`src/rtl/mmd_pkg.sv`:
```
package mmd_pkg;
  typedef enum logic [3:0] {
    TGT_NONE = 4'd0,
    TGT_ROM  = 4'd1,
    TGT_MBC  = 4'd2,
    TGT_VRAM = 4'd3,
    TGT_XRAM = 4'd4,
    TGT_WRAM = 4'd5,
    TGT_OAM  = 4'd6,
    TGT_IO   = 4'd7,
    TGT_HRAM = 4'd8,
    TGT_IE   = 4'd9
  } tgt_e;

  localparam int NUM_TGT = 10;

  typedef enum logic [1:0] {
    BUS_CPU  = 2'd0,
    BUS_MAIN = 2'd1,
    BUS_VID  = 2'd2,
    BUS_WRK  = 2'd3
  } bus_e;

  function automatic bus_e slice_bus(input logic [2:0] slice, input logic color);
    case (slice)
      3'd4:    return BUS_VID;
      3'd6:    return color ? BUS_WRK : BUS_MAIN;
      3'd7:    return BUS_CPU;
      default: return BUS_MAIN;
    endcase
  endfunction
endpackage

```
`src/rtl/mmd_region_decode.sv`:
```
module mmd_region_decode
  import mmd_pkg::*;
#(
  parameter int AW         = 16,
  parameter int BANK_SEL_W = 8,
  parameter int BANK_W     = 3
) (
  input  logic [AW-1:0]         addr_i,
  input  logic                  wr_i,
  input  logic [BANK_SEL_W-1:0] bank_sel_i,
  output tgt_e                  region_o,
  output logic [BANK_W-1:0]     bank_o
);
  logic [BANK_W-1:0] sw_bank;
  logic              unused_sel;

  assign unused_sel = ^bank_sel_i[BANK_SEL_W-1:BANK_W];
  assign sw_bank    = (bank_sel_i[BANK_W-1:0] == '0) ? BANK_W'(1) : bank_sel_i[BANK_W-1:0];
  // bit 12 splits fixed bank (C/E) from switchable bank (D/F)
  assign bank_o     = addr_i[AW-4] ? sw_bank : '0;

  always_comb begin
    region_o = TGT_NONE;
    if (!addr_i[AW-1]) begin
      region_o = wr_i ? TGT_MBC : TGT_ROM;
    end else begin
      case (addr_i[AW-2:AW-3])
        2'b00: region_o = TGT_VRAM;
        2'b01: region_o = TGT_XRAM;
        2'b10: region_o = TGT_WRAM;
        default: begin
          if (addr_i[AW-4:9] != '1)        region_o = TGT_WRAM;
          else if (!addr_i[8])             region_o = (addr_i[7:0] < 8'hA0) ? TGT_OAM : TGT_NONE;
          else if (!addr_i[7])             region_o = TGT_IO;
          else if (addr_i[6:0] == 7'h7F)   region_o = TGT_IE;
          else                             region_o = TGT_HRAM;
        end
      endcase
    end
  end
endmodule

```
`src/rtl/mmd_access_gate.sv`:
```
module mmd_access_gate
  import mmd_pkg::*;
#(
  parameter int AW       = 16,
  parameter int ROM_SZ_W = 24
) (
  input  logic [AW-1:0]       addr_i,
  input  tgt_e                region_i,
  input  logic [1:0]          vid_mode_i,
  input  logic                dma_busy_i,
  input  logic [AW-1:0]       dma_src_i,
  input  logic                color_i,
  input  logic [ROM_SZ_W-1:0] rom_size_i,
  output tgt_e                tgt_o
);
  bus_e dma_bus, acc_bus;
  logic dma_blk, rom_oob;

  assign dma_bus = slice_bus(dma_src_i[AW-1:AW-3], color_i);
  assign acc_bus = slice_bus(addr_i[AW-1:AW-3], color_i);
  assign dma_blk = dma_busy_i &&
                   (((dma_bus != BUS_CPU) && (dma_bus == acc_bus)) || (region_i == TGT_OAM));
  assign rom_oob = ROM_SZ_W'(addr_i) >= rom_size_i;

  always_comb begin
    tgt_o = region_i;
    if (dma_blk) begin
      tgt_o = TGT_NONE;
    end else begin
      case (region_i)
        TGT_VRAM: if (vid_mode_i == 2'd3) tgt_o = TGT_NONE;
        TGT_OAM:  if (vid_mode_i[1])      tgt_o = TGT_NONE;
        TGT_ROM:  if (rom_oob)            tgt_o = TGT_NONE;
        default:  ;
      endcase
    end
  end
endmodule

```
`src/rtl/mmd_read_path.sv`:
```
module mmd_read_path
  import mmd_pkg::*;
#(
  parameter int DW = 8
) (
  input  logic                           clk_i,
  input  logic                           rst_ni,
  input  logic                           rd_i,
  input  tgt_e                           tgt_i,
  input  logic [NUM_TGT-1:0][DW-1:0]     src_i,
  output logic [DW-1:0]                  rdata_o
);
  always_ff @(posedge clk_i or negedge rst_ni) begin
    if (!rst_ni)   rdata_o <= '0;
    else if (rd_i) rdata_o <= src_i[tgt_i];
  end
endmodule

```
`src/rtl/mem_map_decoder.sv`:
```
module mem_map_decoder
  import mmd_pkg::*;
#(
  parameter int AW         = 16,
  parameter int DW         = 8,
  parameter int ROM_SZ_W   = 24,
  parameter int BANK_SEL_W = 8,
  parameter int BANK_W     = 3
) (
  input  logic                  clk_i,
  input  logic                  rst_ni,
  input  logic [AW-1:0]         addr_i,
  input  logic                  rd_i,
  input  logic                  wr_i,
  input  logic [1:0]            vid_mode_i,
  input  logic                  dma_busy_i,
  input  logic [AW-1:0]         dma_src_i,
  input  logic [ROM_SZ_W-1:0]   rom_size_i,
  input  logic                  color_i,
  input  logic [BANK_SEL_W-1:0] wram_sel_i,
  input  logic [DW-1:0]         rom_rdata_i,
  input  logic [DW-1:0]         vram_rdata_i,
  input  logic [DW-1:0]         xram_rdata_i,
  input  logic [DW-1:0]         wram_rdata_i,
  input  logic [DW-1:0]         oam_rdata_i,
  input  logic [DW-1:0]         io_rdata_i,
  input  logic [DW-1:0]         hram_rdata_i,
  input  logic [DW-1:0]         ie_rdata_i,
  output logic [NUM_TGT-1:0]    tgt_sel_o,
  output logic [BANK_W-1:0]     wram_bank_o,
  output logic                  wr_o,
  output logic [DW-1:0]         rdata_o
);
  tgt_e region, tgt;
  logic access;
  logic [NUM_TGT-1:0][DW-1:0] src_data;

  assign access = rd_i | wr_i;

  mmd_region_decode #(.AW(AW), .BANK_SEL_W(BANK_SEL_W), .BANK_W(BANK_W)) u_region (
    .addr_i    (addr_i),
    .wr_i      (wr_i),
    .bank_sel_i(wram_sel_i),
    .region_o  (region),
    .bank_o    (wram_bank_o)
  );

  mmd_access_gate #(.AW(AW), .ROM_SZ_W(ROM_SZ_W)) u_gate (
    .addr_i    (addr_i),
    .region_i  (region),
    .vid_mode_i(vid_mode_i),
    .dma_busy_i(dma_busy_i),
    .dma_src_i (dma_src_i),
    .color_i   (color_i),
    .rom_size_i(rom_size_i),
    .tgt_o     (tgt)
  );

  for (genvar g = 0; g < NUM_TGT; g++) begin : g_sel
    assign tgt_sel_o[g] = access && (tgt == tgt_e'(g));
  end

  assign wr_o = wr_i && (tgt != TGT_NONE);

  assign src_data[TGT_NONE] = '1;
  assign src_data[TGT_ROM]  = rom_rdata_i;
  assign src_data[TGT_MBC]  = '1;
  assign src_data[TGT_VRAM] = vram_rdata_i;
  assign src_data[TGT_XRAM] = xram_rdata_i;
  assign src_data[TGT_WRAM] = wram_rdata_i;
  assign src_data[TGT_OAM]  = oam_rdata_i;
  assign src_data[TGT_IO]   = io_rdata_i;
  assign src_data[TGT_HRAM] = hram_rdata_i;
  assign src_data[TGT_IE]   = ie_rdata_i;

  mmd_read_path #(.DW(DW)) u_rd (
    .clk_i  (clk_i),
    .rst_ni (rst_ni),
    .rd_i   (rd_i),
    .tgt_i  (tgt),
    .src_i  (src_data),
    .rdata_o(rdata_o)
  );
endmodule

```
`config.mk`:
```
export PLATFORM = sky130hd
export DESIGN_NAME = mem_map_decoder
export DESIGN_NICKNAME = d
export VERILOG_FILES = /design/src/rtl/mmd_pkg.sv /design/src/rtl/mmd_region_decode.sv /design/src/rtl/mmd_access_gate.sv /design/src/rtl/mmd_read_path.sv /design/src/rtl/mem_map_decoder.sv
export SDC_FILE = /design/constraint.sdc
export NUM_CORES = 1
export LEC_CHECK = 0
export ABC_AREA = 1
export BUFFER_PORTS_ARGS = -buffer_cell sky130_fd_sc_hd__buf_2
export CORE_MARGIN = 4
export CORE_UTILIZATION = 35
export DETAILED_ROUTE_END_ITERATION = 10
export PLACE_DENSITY = 0.7
export SYNTH_ARGS = -nofsm -noshare
export SYNTH_HDL_FRONTEND = slang
export SYNTH_SLANG_ARGS = --single-unit
```
`constraint.sdc`:
```
create_clock -name clk_i -period 7.63 [get_ports clk_i]
set_input_delay 1.526 -clock clk_i [delete_from_list [all_inputs] [get_ports clk_i]]
set_output_delay 1.526 -clock clk_i [all_outputs]
set_load 0.01 [all_outputs]
```
== Word level (Yosys, flattened, before mapping) ==
Index checks and enable logic that the tools add are counted.
W data, S select, Z words.
Word-level totals
  flip-flop bits (word level): 8
  bits of input ports: 136
  output and inout bits: 22
  logic and storage cells: 68
Operators by class
  order comparisons: 3
  eq/ne operators: 24
  muxes and demuxes: 20
  bitwise operators: 1
  reductions and logical operators: 19
Operators with widths (number)
  $bmux W8 S4: 1
  $mux W4: 8
  $ge A16 B24 Y1: 1
  $pmux W4 S3: 2
  $eq A4 B3 Y1 const B: 5
  $eq A3 B3 Y1 const B: 6
  $logic_and A1 B1 Y1: 13
  $eq A4 B2 Y1 const B: 3
  $pmux W2 S3: 2
  $mux W3: 3
  $eq A4 B1 Y1 const B: 2
  $eq A4 B4 Y1 const B: 2
  $lt A8 B8 Y1 const B: 1
  $mux W8: 1
  $eq A7 B7 Y1 const B: 1
  $lt A4 B5 Y1 const B: 1
  $eq A2 B2 Y1 const B: 2
  $logic_not A4 Y1: 1
  $mux W2: 2
  $ne A4 B4 Y1 const B: 1
  $reduce_bool A4 Y1: 1
  $logic_not A3 Y1: 1
  $eq A2 B1 Y1 const B: 1
  $eq A2 B2 Y1: 1
  other kinds (5): 5

== Depth between registers and ports, before layout ==
  depth after elaboration: 13
  depth in mapped cells: 21
  depth with buffers taken out: 20

== By module ==
From an unflattened synthesis, not the netlist that was laid out.
Second synthesis, totals
  cell total of the unflattened synthesis: 446
  area total of the unflattened synthesis: 2274.7 sq um
By module, submodules not included
  mmd_read_path: times used 1, cells each 252, area each 1288.7 sq um, sequential area each 200.2 sq um
  mmd_access_gate: times used 1, cells each 118, area each 644.4 sq um, sequential area each 0.0 sq um
  mmd_region_decode: times used 1, cells each 44, area each 220.2 sq um, sequential area each 0.0 sq um
  mem_map_decoder: times used 1, cells each 32, area each 121.4 sq um, sequential area each 0.0 sq um

== Least setup slack after synthesis ==
No wires, ideal clock.
  path type: input-to-output
  start: in addr_i[13]
  end: out tgt_sel_o[8]
  arrival: 3193 ps
  required time: 6104 ps
  slack: 2911 ps
  cell stages on the path: 13
  buffers on the path: 1
  cells stage by stage: inv_1 > ha_1 > nor2_1 > nor2_2 > nand2_2 > nor2_4 > nand3_4 > nand2_4 > nand3_2 > nand3_2 > buf_2 > nand2_1 > nor3_1
On the way
  cells in the longest elaborated chain, start to end: 9
  elaborated cells between the ends (all ways): 24
  classes of those cells: order compare: 1; eq/ne: 10; mux: 8; reduce/logical: 5
Ends and longest elaborated chain
  from (decl): RTL line mem_map_decoder.sv:12  | input logic [AW-1:0] addr_i,
  parallel branches: the longest is 6 deep, another holds $ge A16 B24 Y1
  $mux W4 (*): RTL line mmd_access_gate.sv:27  | if (dma_blk) begin
  $eq A4 B4 Y1 (*): RTL line mem_map_decoder.sv:60  | assign tgt_sel_o[g] = access && (tgt == tgt_e'(g));
  $logic_and A1 B1 Y1 (*): RTL line mem_map_decoder.sv:60
  to (decl): RTL line mem_map_decoder.sv:29  | output logic [NUM_TGT-1:0] tgt_sel_o,
Mark *: on every way between the ends.

== Final worst setup path ==
  start: in addr_i[13]
  end: out wr_o
On the way
  cells in the longest elaborated chain, start to end: 9
  elaborated cells between the ends (all ways): 24
  classes of those cells: order compare: 1; eq/ne: 9; mux: 8; reduce/logical: 6
Ends and longest elaborated chain
  parallel branches: the longest is 6 deep, another holds $ge A16 B24 Y1
  $mux W4 (*): RTL line mmd_access_gate.sv:27
  $reduce_bool A4 Y1 (*): RTL line mem_map_decoder.sv:63  | assign wr_o = wr_i && (tgt != TGT_NONE);
  $logic_and A1 B1 Y1 (*): RTL line mem_map_decoder.sv:63
  to (decl): RTL line mem_map_decoder.sv:31  | output logic wr_o,
Marks and branches as above.

==> impl_metrics.toml <==
[clocking]
cts_max_level = 1
postCtsSetupBuffers = 0
cts_root_buffer = "clkbuf_8"
hold_buffers = 0
clk_latency_ns = 0.22
path_clk_slew_ns = 0.04
ctsResizeCount = 0
cts.path.max_buffers = 2
clock-sinks = 8
cts_tree = "yes"
numCtsBuffers = 3

[worst_hold_path]
hold_depth = 2
hp-start = "u_rd.rdata_o[3]$_DFFE_PN0P_"
min_delay_worst_endpoint = "u_rd.rdata_o[3]$_DFFE_PN0P_"
hold_class = "flip-flop to flip-flop"

[yosys]
synth-edff-count = 0
synth_cells = 379
async_flop_share = 1.00
yosysMostFrequentCell = "nand2_1"
synth_top_area_cell = "nand3_1"
syn_nets = 534
avgSynthCellArea_um2 = 5.86
ys.flop_type = "dfrtp_1"
seq_area_frac_synth = 0.0901
yosysTopAreaCellShare = 0.169
synth_cell_types = 33
ys_warn_count = 0
synth-seq-cells = 8
mappedNetlistArea_um2 = 2220
synth.area.top_cells = "nand3_1 17%, nand2_1 13%, nor2_1 12%, ha_1 11%, dfrtp_1 9.0%"
yosys-top-cells-count = "79 x nand2_1, 75 x nand3_1, 70 x nor2_1"

[final_layout]
n_antenna_cell = 0
largest-register = "u_rd.rdata_o"
nets = 666
drive_gt1_frac = 0.356
largest_reg_flops = 8
reg_top3 = "u_rd.rdata_o (8)"
area_delta_synth_final_pct = 33.3

[place]
gp_congestion = 0.901
hpwl_mm = 5.94
io_buffers = 139

[timing]
grt_setup_unrepaired = "false"
finalCriticalPeriod_ns = 5.47
setup_tns_ns = 0
fin_crit_sh = 0.717
fmax_mhz = 183
slew_headroom = 0.515
tightestPinTransition_ns = 0.727
hold_viol_final = 0
slew_viol_final = 0
setup_violations = 0
fin_worst_skew_ns = 0

[die]
die-area_um2 = 7680
rows = 28
coreArea_um2 = 6030
die_y_um = 87.7
start_util = 0.369
ios = 158
die_width_um = 87.7

[drt]
wl_per_cell_um = 12.0
drtIter0Drc = 131
drc_errors = 0
vias = 2801
wirelength_mm = 6.98
ant_nets = 0
viasPerCell = 4.80
firstDrtPassIters = 4

[worst_setup_path]
critical_path.max_stage_delay_ns = 0.56
critPathMaxFanout = 34
reg2reg_from = "u_rd.rdata_o[1]$_DFFE_PN0P_"
cp-end-kind = "primary output"
slowest_stage = "nand3_2"
start_kind = "input pin"
r2r_slack_ns = 6.97
worst-setup-path-type = "input pin to primary output"
reg2reg_depth = 2
r2r_end = "u_rd.rdata_o[1]$_DFFE_PN0P_"
crit_path_frequent_cell = "nand2_1"
critPathBufInv = 5
cp_top_family = "simple AND/OR/NAND/NOR gates"
cp.arrival_ns = 3.94
cp_cell_sequence = "buf_2 -> inv_1 -> ha_1 -> nor2_1 -> nand2_1 -> nand2_1 -> inv_1 -> nand2_2 -> nand2_1 -> nand2_1 -> nand2_4 -> nand3_2 -> nand3_2 -> nand2_1 -> o21ai_0 -> inv_1 -> buf_2"
required_ns = 6.10

[run_status]
outcome = "finished, final reports clean"

[power_and_ir_drop]
power.leakage_nw = 1.77
power.density_nw_per_um2 = 114
p_total_uw = 337
vdd_drop_max_v = 0.0000829

[job]
max_cap_viol_count = 0

[global_route]
grt_use_met1 = 0.229
grt_pass1_vias = 2556
grt.busiest_layer = "met2"
grt_max_degree = 35
grt_pass1_wl_mm = 11.1
overflow = 0
grt_use_met2 = 0.303
grt_usage = 0.173
antenna_found_initial = 0
grt_use_met3 = 0.0122
-- worst max-delay path by stage --
| stage | startpoint | endpoint | cells after the start |
|---|---|---|---|
| 2_1_floorplan | addr_i[13] | tgt_sel_o[8] | 13 |
| 3_3_place_gp | addr_i[13] | wr_o | 14 |
| 3_5_place_dp | addr_i[14] | wr_o | 15 |
| 4_1_cts | addr_i[14] | wr_o | 15 |
| 5_1_grt | addr_i[14] | wr_o | 15 |
| 6_report | addr_i[13] | wr_o | 17 |
-- power breakdown --
part	internal, mW	total [mW]	switching [mW]	leakage, nW
sequential	0.0517	0.0575	0.00581	0.0840
combinational	0.0877	0.228	0.141	1.66
clock	0.0342	0.0510	0.0168	0.0216
-- layout make-up --
type	count	area (um2)
clock buffer	3	41.3
timing repair buffer	139	696
tap	75	93.8
sequential	8	200
fill	666	3070
inverter	52	200
multi-input combinational	307	1730
-- cells in the final DEF, fill, tap and decap left out, types with 8 or more instances in the layout --
| cell type | synthesis | final |
|---|---|---|
| a21oi_1 | 8 | 8 |
| buf_2 | 1 | 139 |
| dfrtp_1 | 8 | 8 |
| ha_1 | 19 | 19 |
| inv_1 | 47 | 47 |
| nand2_1 | 79 | 79 |
| nand3_1 | 75 | 75 |
| nand3_2 | 11 | 11 |
| nand3b_1 | 8 | 8 |
| nor2_1 | 70 | 70 |
-- cells by family (layout without fill, tap and decap cells) --
logic type,after synthesis,count (layout),share of synthesized area
compound gates,19,19,0.0569
xor+xnor,1,1,0.00394
fa+ha+maj,19,19,0.107
buf+inv,64,194,0.131
flops,8,8,0.0901
simple gates,268,268,0.611
-- per-layer routing --
layer	vias up	part of all wire
met3	10	0.069
li1	1490	-
met1	1206	0.44
met5	-	0
met4	0	0.017
met2	95	0.48
-- through the flow --
step	setup WS (ns)	std cells	instance area, um2	util	hold WS, ns
4_1_cts	2.16	584	2960	0.491	0.512
3_3_place_gp	2.21	581	2920	0.484	0.482
2_1_floorplan	2.91	379	2220	-	0.540
3_5_place_dp	2.16	581	2920	0.484	0.501
6_report	2.16	584	2960	0.491	0.498
5_1_grt	1.85	584	2960	0.491	0.535
-- worst reg2reg max path, stage by stage (launching register included) --
cell and delay [ns]:
dfrtp_1 0.40, nor2_1 0.10, nor2_1 0.05
Power figures use the tool's default switching activity.
